[config.mk]
export PLATFORM = sky130hd
export DESIGN_NAME = mgmt_entry_seq
export DESIGN_NICKNAME = d
export VERILOG_FILES = /design/src/rtl/mmode_pkg.sv /design/src/rtl/mmode_sync.sv /design/src/rtl/mmode_strap.sv /design/src/rtl/mmode_fsm.sv /design/src/rtl/mmode_busport.sv /design/src/rtl/mgmt_entry_seq.sv
export SDC_FILE = /design/constraint.sdc
export NUM_CORES = 1
export LEC_CHECK = 0
export ABC_AREA = 1
export ABC_CLOCK_PERIOD_IN_PS = 3000
export BUFFER_PORTS_ARGS = -buffer_cell sky130_fd_sc_hd__clkbuf_2
export CAP_MARGIN = 10
export CORE_MARGIN = 2
export CORE_UTILIZATION = 43
export DETAILED_ROUTE_END_ITERATION = 8
export PLACE_DENSITY = 0.88
export SLEW_MARGIN = 0
export SYNTH_ARGS = -nofsm -noshare
export SYNTH_HDL_FRONTEND = slang
export SYNTH_HIERARCHICAL = 1
export SYNTH_SLANG_ARGS = --single-unit
[constraint.sdc]
create_clock -name clk -period 3 [get_ports clk]
set_input_delay 0.3 -clock clk [delete_from_list [all_inputs] [get_ports clk]]
set_output_delay 0.3 -clock clk [all_outputs]
set_load 0.005 [all_outputs]
[src/rtl/mmode_pkg.sv]
package mmode_pkg;

    typedef enum logic [2:0] {
        PH_IDLE  = 3'd0,
        PH_SAVE  = 3'd1,
        PH_ENTER = 3'd2,
        PH_ACK   = 3'd3,
        PH_JUMP  = 3'd4
    } mm_phase_e;

    typedef struct packed {
        logic save_req;
        logic ack_req;
        logic pc_load;
        logic active;
    } mm_ctl_t;

    localparam mm_ctl_t MM_CTL_IDLE = '{save_req: 1'b0, ack_req: 1'b0, pc_load: 1'b0, active: 1'b0};

    function automatic mm_phase_e mm_next_phase(
        input mm_phase_e cur,
        input logic      start,
        input logic      saved,
        input logic      accepted
    );
        mm_phase_e nxt;
        nxt = cur;
        unique case (cur)
            PH_IDLE:  if (start)    nxt = PH_SAVE;
            PH_SAVE:  if (saved)    nxt = PH_ENTER;
            PH_ENTER:               nxt = PH_ACK;
            PH_ACK:   if (accepted) nxt = PH_JUMP;
            PH_JUMP:                nxt = PH_IDLE;
            default:                nxt = PH_IDLE;
        endcase
        return nxt;
    endfunction

endpackage

[src/rtl/mmode_sync.sv]
module mmode_sync #(
    parameter int STAGES = 2
) (
    input  logic clk,
    input  logic rst,
    input  logic async_n,
    output logic req
);
    logic [STAGES-1:0] chain_q;

    generate
        for (genvar i = 0; i < STAGES; i++) begin : g_stage
            if (i == 0) begin : g_first
                always_ff @(posedge clk) begin
                    if (rst) chain_q[0] <= 1'b1;
                    else     chain_q[0] <= async_n;
                end
            end else begin : g_next
                always_ff @(posedge clk) begin
                    if (rst) chain_q[i] <= 1'b1;
                    else     chain_q[i] <= chain_q[i-1];
                end
            end
        end
    endgenerate

    assign req = ~chain_q[STAGES-1];
endmodule

[src/rtl/mmode_strap.sv]
module mmode_strap (
    input  logic clk,
    input  logic rst,
    input  logic line_n,
    output logic float_mode,
    output logic sampled
);
    logic armed_q;
    logic float_q;

    always_ff @(posedge clk) begin
        if (rst) begin
            armed_q <= 1'b1;
            float_q <= 1'b0;
        end else if (armed_q) begin
            armed_q <= 1'b0;
            float_q <= ~line_n;
        end
    end

    assign float_mode = float_q;
    assign sampled    = ~armed_q;
endmodule

[src/rtl/mmode_fsm.sv]
module mmode_fsm
    import mmode_pkg::*;
#(
    parameter int              ADDR_W       = 32,
    parameter logic [ADDR_W-1:0] HANDLER_ADDR = '0,
    parameter logic [ADDR_W-1:0] RESET_VEC    = '0
) (
    input  logic              clk,
    input  logic              rst,
    input  logic              enable,
    input  logic              req,
    input  logic              save_done,
    input  logic              ack_ready,
    input  logic              mode_exit,
    output mm_ctl_t           ctl,
    output logic [ADDR_W-1:0] pc_q
);
    mm_phase_e phase_q, phase_d;
    logic      flag_q;
    logic      start;

    assign start   = enable & req & ~flag_q;
    assign phase_d = mm_next_phase(phase_q, start, save_done, ack_ready);

    always_ff @(posedge clk) begin
        if (rst) begin
            phase_q <= PH_IDLE;
            flag_q  <= 1'b0;
            pc_q    <= RESET_VEC;
        end else begin
            phase_q <= phase_d;
            if (phase_q == PH_SAVE && save_done)
                flag_q <= 1'b1;
            else if (phase_q == PH_IDLE && mode_exit)
                flag_q <= 1'b0;
            if (phase_q == PH_ACK && ack_ready)
                pc_q <= HANDLER_ADDR;
        end
    end

    always_comb begin
        ctl          = MM_CTL_IDLE;
        ctl.save_req = (phase_q == PH_SAVE);
        ctl.ack_req  = (phase_q == PH_ACK);
        ctl.pc_load  = (phase_q == PH_JUMP);
        ctl.active   = flag_q;
    end
endmodule

[src/rtl/mmode_busport.sv]
module mmode_busport #(
    parameter int               ACK_W    = 8,
    parameter logic [ACK_W-1:0] ACK_CODE = '0
) (
    input  logic             float_mode,
    input  logic             ack_req,
    output logic             ack_valid,
    output logic [ACK_W-1:0] ack_code,
    output logic             bus_oe
);
    assign bus_oe    = ~float_mode;
    assign ack_valid = ack_req & ~float_mode;
    assign ack_code  = ack_valid ? ACK_CODE : '0;
endmodule

[src/rtl/mgmt_entry_seq.sv]
module mgmt_entry_seq
    import mmode_pkg::*;
#(
    parameter int                SYNC_STAGES  = 2,
    parameter int                ADDR_W       = 32,
    parameter int                ACK_W        = 8,
    parameter logic [ADDR_W-1:0] HANDLER_ADDR = 32'h0003_8000,
    parameter logic [ADDR_W-1:0] RESET_VEC    = 32'hFFFF_FFF0,
    parameter logic [ACK_W-1:0]  ACK_CODE     = 8'h5A
) (
    input  logic              clk,
    input  logic              rst,
    input  logic              irq_n,
    input  logic              mode_exit,
    output logic              save_req,
    input  logic              save_done,
    output logic              mgmt_active,
    output logic              ack_valid,
    output logic [ACK_W-1:0]  ack_code,
    input  logic              ack_ready,
    output logic              pc_load,
    output logic [ADDR_W-1:0] pc_value,
    output logic              bus_oe
);
    logic    req_sync;
    logic    float_mode;
    logic    strap_sampled;
    mm_ctl_t ctl;

    mmode_sync #(.STAGES(SYNC_STAGES)) u_sync (
        .clk     (clk),
        .rst     (rst),
        .async_n (irq_n),
        .req     (req_sync)
    );

    mmode_strap u_strap (
        .clk        (clk),
        .rst        (rst),
        .line_n     (irq_n),
        .float_mode (float_mode),
        .sampled    (strap_sampled)
    );

    mmode_fsm #(
        .ADDR_W       (ADDR_W),
        .HANDLER_ADDR (HANDLER_ADDR),
        .RESET_VEC    (RESET_VEC)
    ) u_fsm (
        .clk       (clk),
        .rst       (rst),
        .enable    (strap_sampled & ~float_mode),
        .req       (req_sync),
        .save_done (save_done),
        .ack_ready (ack_ready),
        .mode_exit (mode_exit),
        .ctl       (ctl),
        .pc_q      (pc_value)
    );

    mmode_busport #(.ACK_W(ACK_W), .ACK_CODE(ACK_CODE)) u_bus (
        .float_mode (float_mode),
        .ack_req    (ctl.ack_req),
        .ack_valid  (ack_valid),
        .ack_code   (ack_code),
        .bus_oe     (bus_oe)
    );

    assign save_req    = ctl.save_req;
    assign pc_load     = ctl.pc_load;
    assign mgmt_active = ctl.active;
endmodule

# == Yosys cells after proc, flatten, opt, wreduce, memory -nomap -nowiden ==
# Cells that the tools add are included.
# totals
regBits,33
latchBits,0
ram_bits,0
mem_bits_ro,0
input_bits,6
out_inout_bits,45
word_cells,37
mem_count,0
# op_classes
n_addsub,0
multipliers,0
div_mod_pow,0
order_cmp,0
eq_ne,7
shifts,0
n_mux,8
n_bitwise,9
reduce_logical,6
# op_table
cell,n
3-bit case mux with 4 select lines,1
3-bit two-way mux,3
7-bit two-way mux,1
3-bit by 2-bit == test with 1-bit output (second input constant),2
1-bit NOT,5
1-bit bitwise AND,4
2-bit by 1-bit != test with 1-bit output (second input constant),2
3-bit by 1-bit == test with 1-bit output (second input constant),1
3-bit == test (second input constant),1
1-bit logical AND,3
3-bit zero test,1
1-bit two-way mux,3
3-bit AND reduction,1
2-bit != test (second input constant),1
2-bit nonzero test,1

# == Longest topological paths before layout ==
# logic_depth
depth_word,6
ltp_mapped,9
ltp_nobuf,9

# == Modules after synthesis ==
# Netlist, hierarchy kept.
# by_module_without_submodules
mod,instances,cells_per_inst,area_each_um2
mmode_fsm,1,75,531.8
mmode_busport,1,12,77.6
mmode_strap,1,8,65.1
mmode_sync,1,8,62.6
mgmt_entry_seq,1,2,10.0

# == Worst setup path before layout ==
# No wires, ideal clock.
# synth_timing
path_type,reg2out
start,reg u_fsm.phase_q[1]
end,out ack_code[1]
t_arrival_ns,0.967
slack_ns,1.733
path_stages_with_launch,7
n_path_buf,2
path_cell_list,dfxtp_1 > nand2_2 > nor2_4 > buf_4 > inv_1 > nor2_2 > buf_4
# synth_lines
element,line_no,source
from (decl),mmode_fsm.sv:18,"mm_phase_e phase_q, phase_d;"
from (signal assigned),mmode_fsm.sv:31,phase_q <= phase_d;
to (decl),mgmt_entry_seq.sv:19,"output logic [ACK_W-1:0] ack_code,"

==> results by group <==
Run status
  • Status: completed

STA
  • Skew final: 2.54 ps
  • Worst Tran Pin Value: 650 ps
  • Relative slew slack: 0.566
  • F_max: 0.660 GHz
  • Fin crit share: 0.505
  • Final slew viol count: 0
  • Min Hold Slack: 241 ps
  • Unrepaired setup endpoints after global routing: false
  • # setup viols final: 0
  • Setup_tns: 0 ps
  • Min Tclk post-route: 1520 ps
  • Fin. Hold Viols: 0

Floorplanning
  • Initial Util: 0.447
  • Die height: 45.7 um
  • Die ar.: 2090 um^2
  • I/O pin total: 51
  • Core box area: 1670 um^2
  • Die width: 45.7 um
  • Number of core rows: 15

Clocking
  • CTS tree: built
  • Post-CTS Setup Bufs: 0
  • CTS Buffer Depth: 2
  • Hold Buf Count CTS: 0
  • CTS clk-pin slew, worst paths: 60 ps
  • Clock root buffer: clkbuf_4
  • CTS sink cnt: 9
  • Post_cts resized: 0
  • Num CTS Buffers: 3
  • Worst skew pair latency: 250 ps
  • H-Tree Depth: 1

Yosys
  • Syn. warnings: 6
  • Mapped Cells: 105
  • Netlist cell types: 17
  • Number of enable flip-flop cells after synthesis: 0
  • Area contributors post-synth: buf_4 (41%), dfxtp_1 (24%), inv_1 (7.5%)
  • Count leader, synth: buf_4
  • Sequential fraction of the synthesis area: 0.241
  • Async set or reset register ratio after synthesis: 0
  • Synth Flop Type: dfxtp_1
  • Mapped Area: 747 um^2
  • Area leader, netlist: buf_4
  • FF+latch count, synth: 9
  • Synth cell count leaders: buf_4 (41), inv_1 (15), nand2_1 (13), dfxtp_1 (9), nor2_1 (6)
  • Syn Area/Cell: 7.11 um^2
  • Post-synth top area share: 0.412

Cells and area
  • Fillers: 172
  • Final Util: 0.426
  • Design Area, Final: 712 um^2
  • Synthesis-to-layout area growth: -4.69%
  • N_diodes: 0
  • Nets@finish: 122
  • Share of cells above drive strength 1: 0.452
  • Multi-input gate area: 225 um^2
  • FF/Latch Area: 180 um^2

Pwr
  • Sw power: 105 uW
  • Sw Share: 0.325
  • Lkg Pwr: 0.000442 uW
  • Overall power: 324 uW
  • Max VDD drop: 0.000253 V
  • P_int: 219 uW
  • Combinational Power Share: 0.279
  • P per Cell Area: 456 nW/um^2
  • Clock share of power: 0.279
  • Register share of total power: 0.442

Run
  • Max_cap viols: 0

Global routing
  • Largest net degree at the start of global routing: 27
  • Gr ovfl total: 0
  • Global-route wire length before repair: 1500 um
  • Total track usage: 0.103
  • Initial antenna violation count: 0
  • Number of global-route vias before repair: 403

Detailed routing
  • First drt pass iteration count: 4
  • DRC: 0
  • DR iter-0 viols: 4
  • Routed vias/inst: 4.03
  • Wire per inst: 7.89 um
  • Routed wire length: 1040 um
  • DR vias: 532
  • Routed Antenna Nets: 0

Critical path
  • Crit end category: primary output
  • Crit path launch type: register
  • Critical path, cell by cell: clkbuf_2
  • Critical path's top delay family: flip-flops
  • Crit-path max FO: 26
  • CP max stage delay: 730 ps
  • Worst Path Buf+Inv: 1
  • CP Data Required Time: 2700 ps
  • WP data arrival: 1220 ps
  • Slowest CP cell: dfxtp_1
  • Setup CP Type: register to primary output

Place
  • Placed inst area: 686 um^2
  • Post-DP HPWL: 872 um
  • RePlAce Congestion: 0.654
  • # port buffers: 39

Worst hold path
  • Hold WC Path Type: input pin to register
-- power by group through the flow --
stage | logic [uW] | registers [uW] | clock network [uW]
after global placement | 85.8 | 145 | 0
after floorplan | 88.1 | 144 | 0
after CTS | 91.2 | 143 | 97.3
after global routing | 103 | 146 | 105
final | 90.5 | 143 | 90.6
after detailed placement | 90.5 | 146 | 0
-- layout by cell type (no fill, tap or decap), drive strengths merged --
cell type / instances
a31oi: 1
nor3: 1
clkbuf: 43
dfxtp: 9
conb: 11
inv: 17
nand2: 14
nor2: 10
a21oi: 1
a21o: 1
nand3: 5
nand4: 2
-- flip-flops by register name (all words and copies together), names as in the netlist --
signal	count
u_fsm/pc_q	1
u_sync/chain_q	2
u_strap/armed_q	1
u_fsm/flag_q	1
u_strap/float_mode	1
u_fsm/phase_q	3
-- per-stage QoR --
step                      setup slack (ps)  cells
after floorplan                       1730    113
after global placement                1770    128
after detailed placement              1730    128
after CTS                             1440    132
after global routing                  1310    132
final                                 1480    132
-- final timing paths --
check	from	cells after the start	slack, ps	end
worst max register to register	u_fsm/phase_q[1]$_SDFFE_PP0P_	6	1990	u_fsm/phase_q[1]$_SDFFE_PP0P_
worst min register to register	u_sync/chain_q[0]$_SDFF_PP1_	2	410	u_sync/chain_q[1]$_SDFF_PP1_
worst min-delay path	irq_n	3	240	u_sync/chain_q[0]$_SDFF_PP1_
worst max-delay path	u_fsm/pc_q[30]$_SDFFE_PP1P_	1	1480	pc_value[5]
-- per-layer routing --
| metal | wire length [um] | global-route usage |
|---|---|---|
| met1 | 443 | 0.114 |
| met2 | 496 | 0.163 |
| met3 | 93 | 0.0238 |
| met4 | 6 | 0.0882 |
| met5 | 0 | 0 |
-- final cells by class --
class / instances / area share
tap: 17 / 0.0299
multi-input combinational: 46 / 0.316
timing repair buffer: 39 / 0.274
sequential: 9 / 0.253
inverter: 17 / 0.0896
clock buffer: 4 / 0.0369
-- logic make-up (layout without fill, tap and decap cells) --
| group | after synthesis | count (layout) | synth area share |
|---|---|---|---|
| AO/OA/AOI/OAI | 3 | 3 | 0.0251 |
| AND/OR/NAND/NOR | 32 | 32 | 0.221 |
| flip-flops | 9 | 9 | 0.241 |
| other | 3 | 11 | 0.0151 |
| buffers and inverters | 58 | 60 | 0.497 |
No activity file was read; power rests on OpenSTA's default activity.
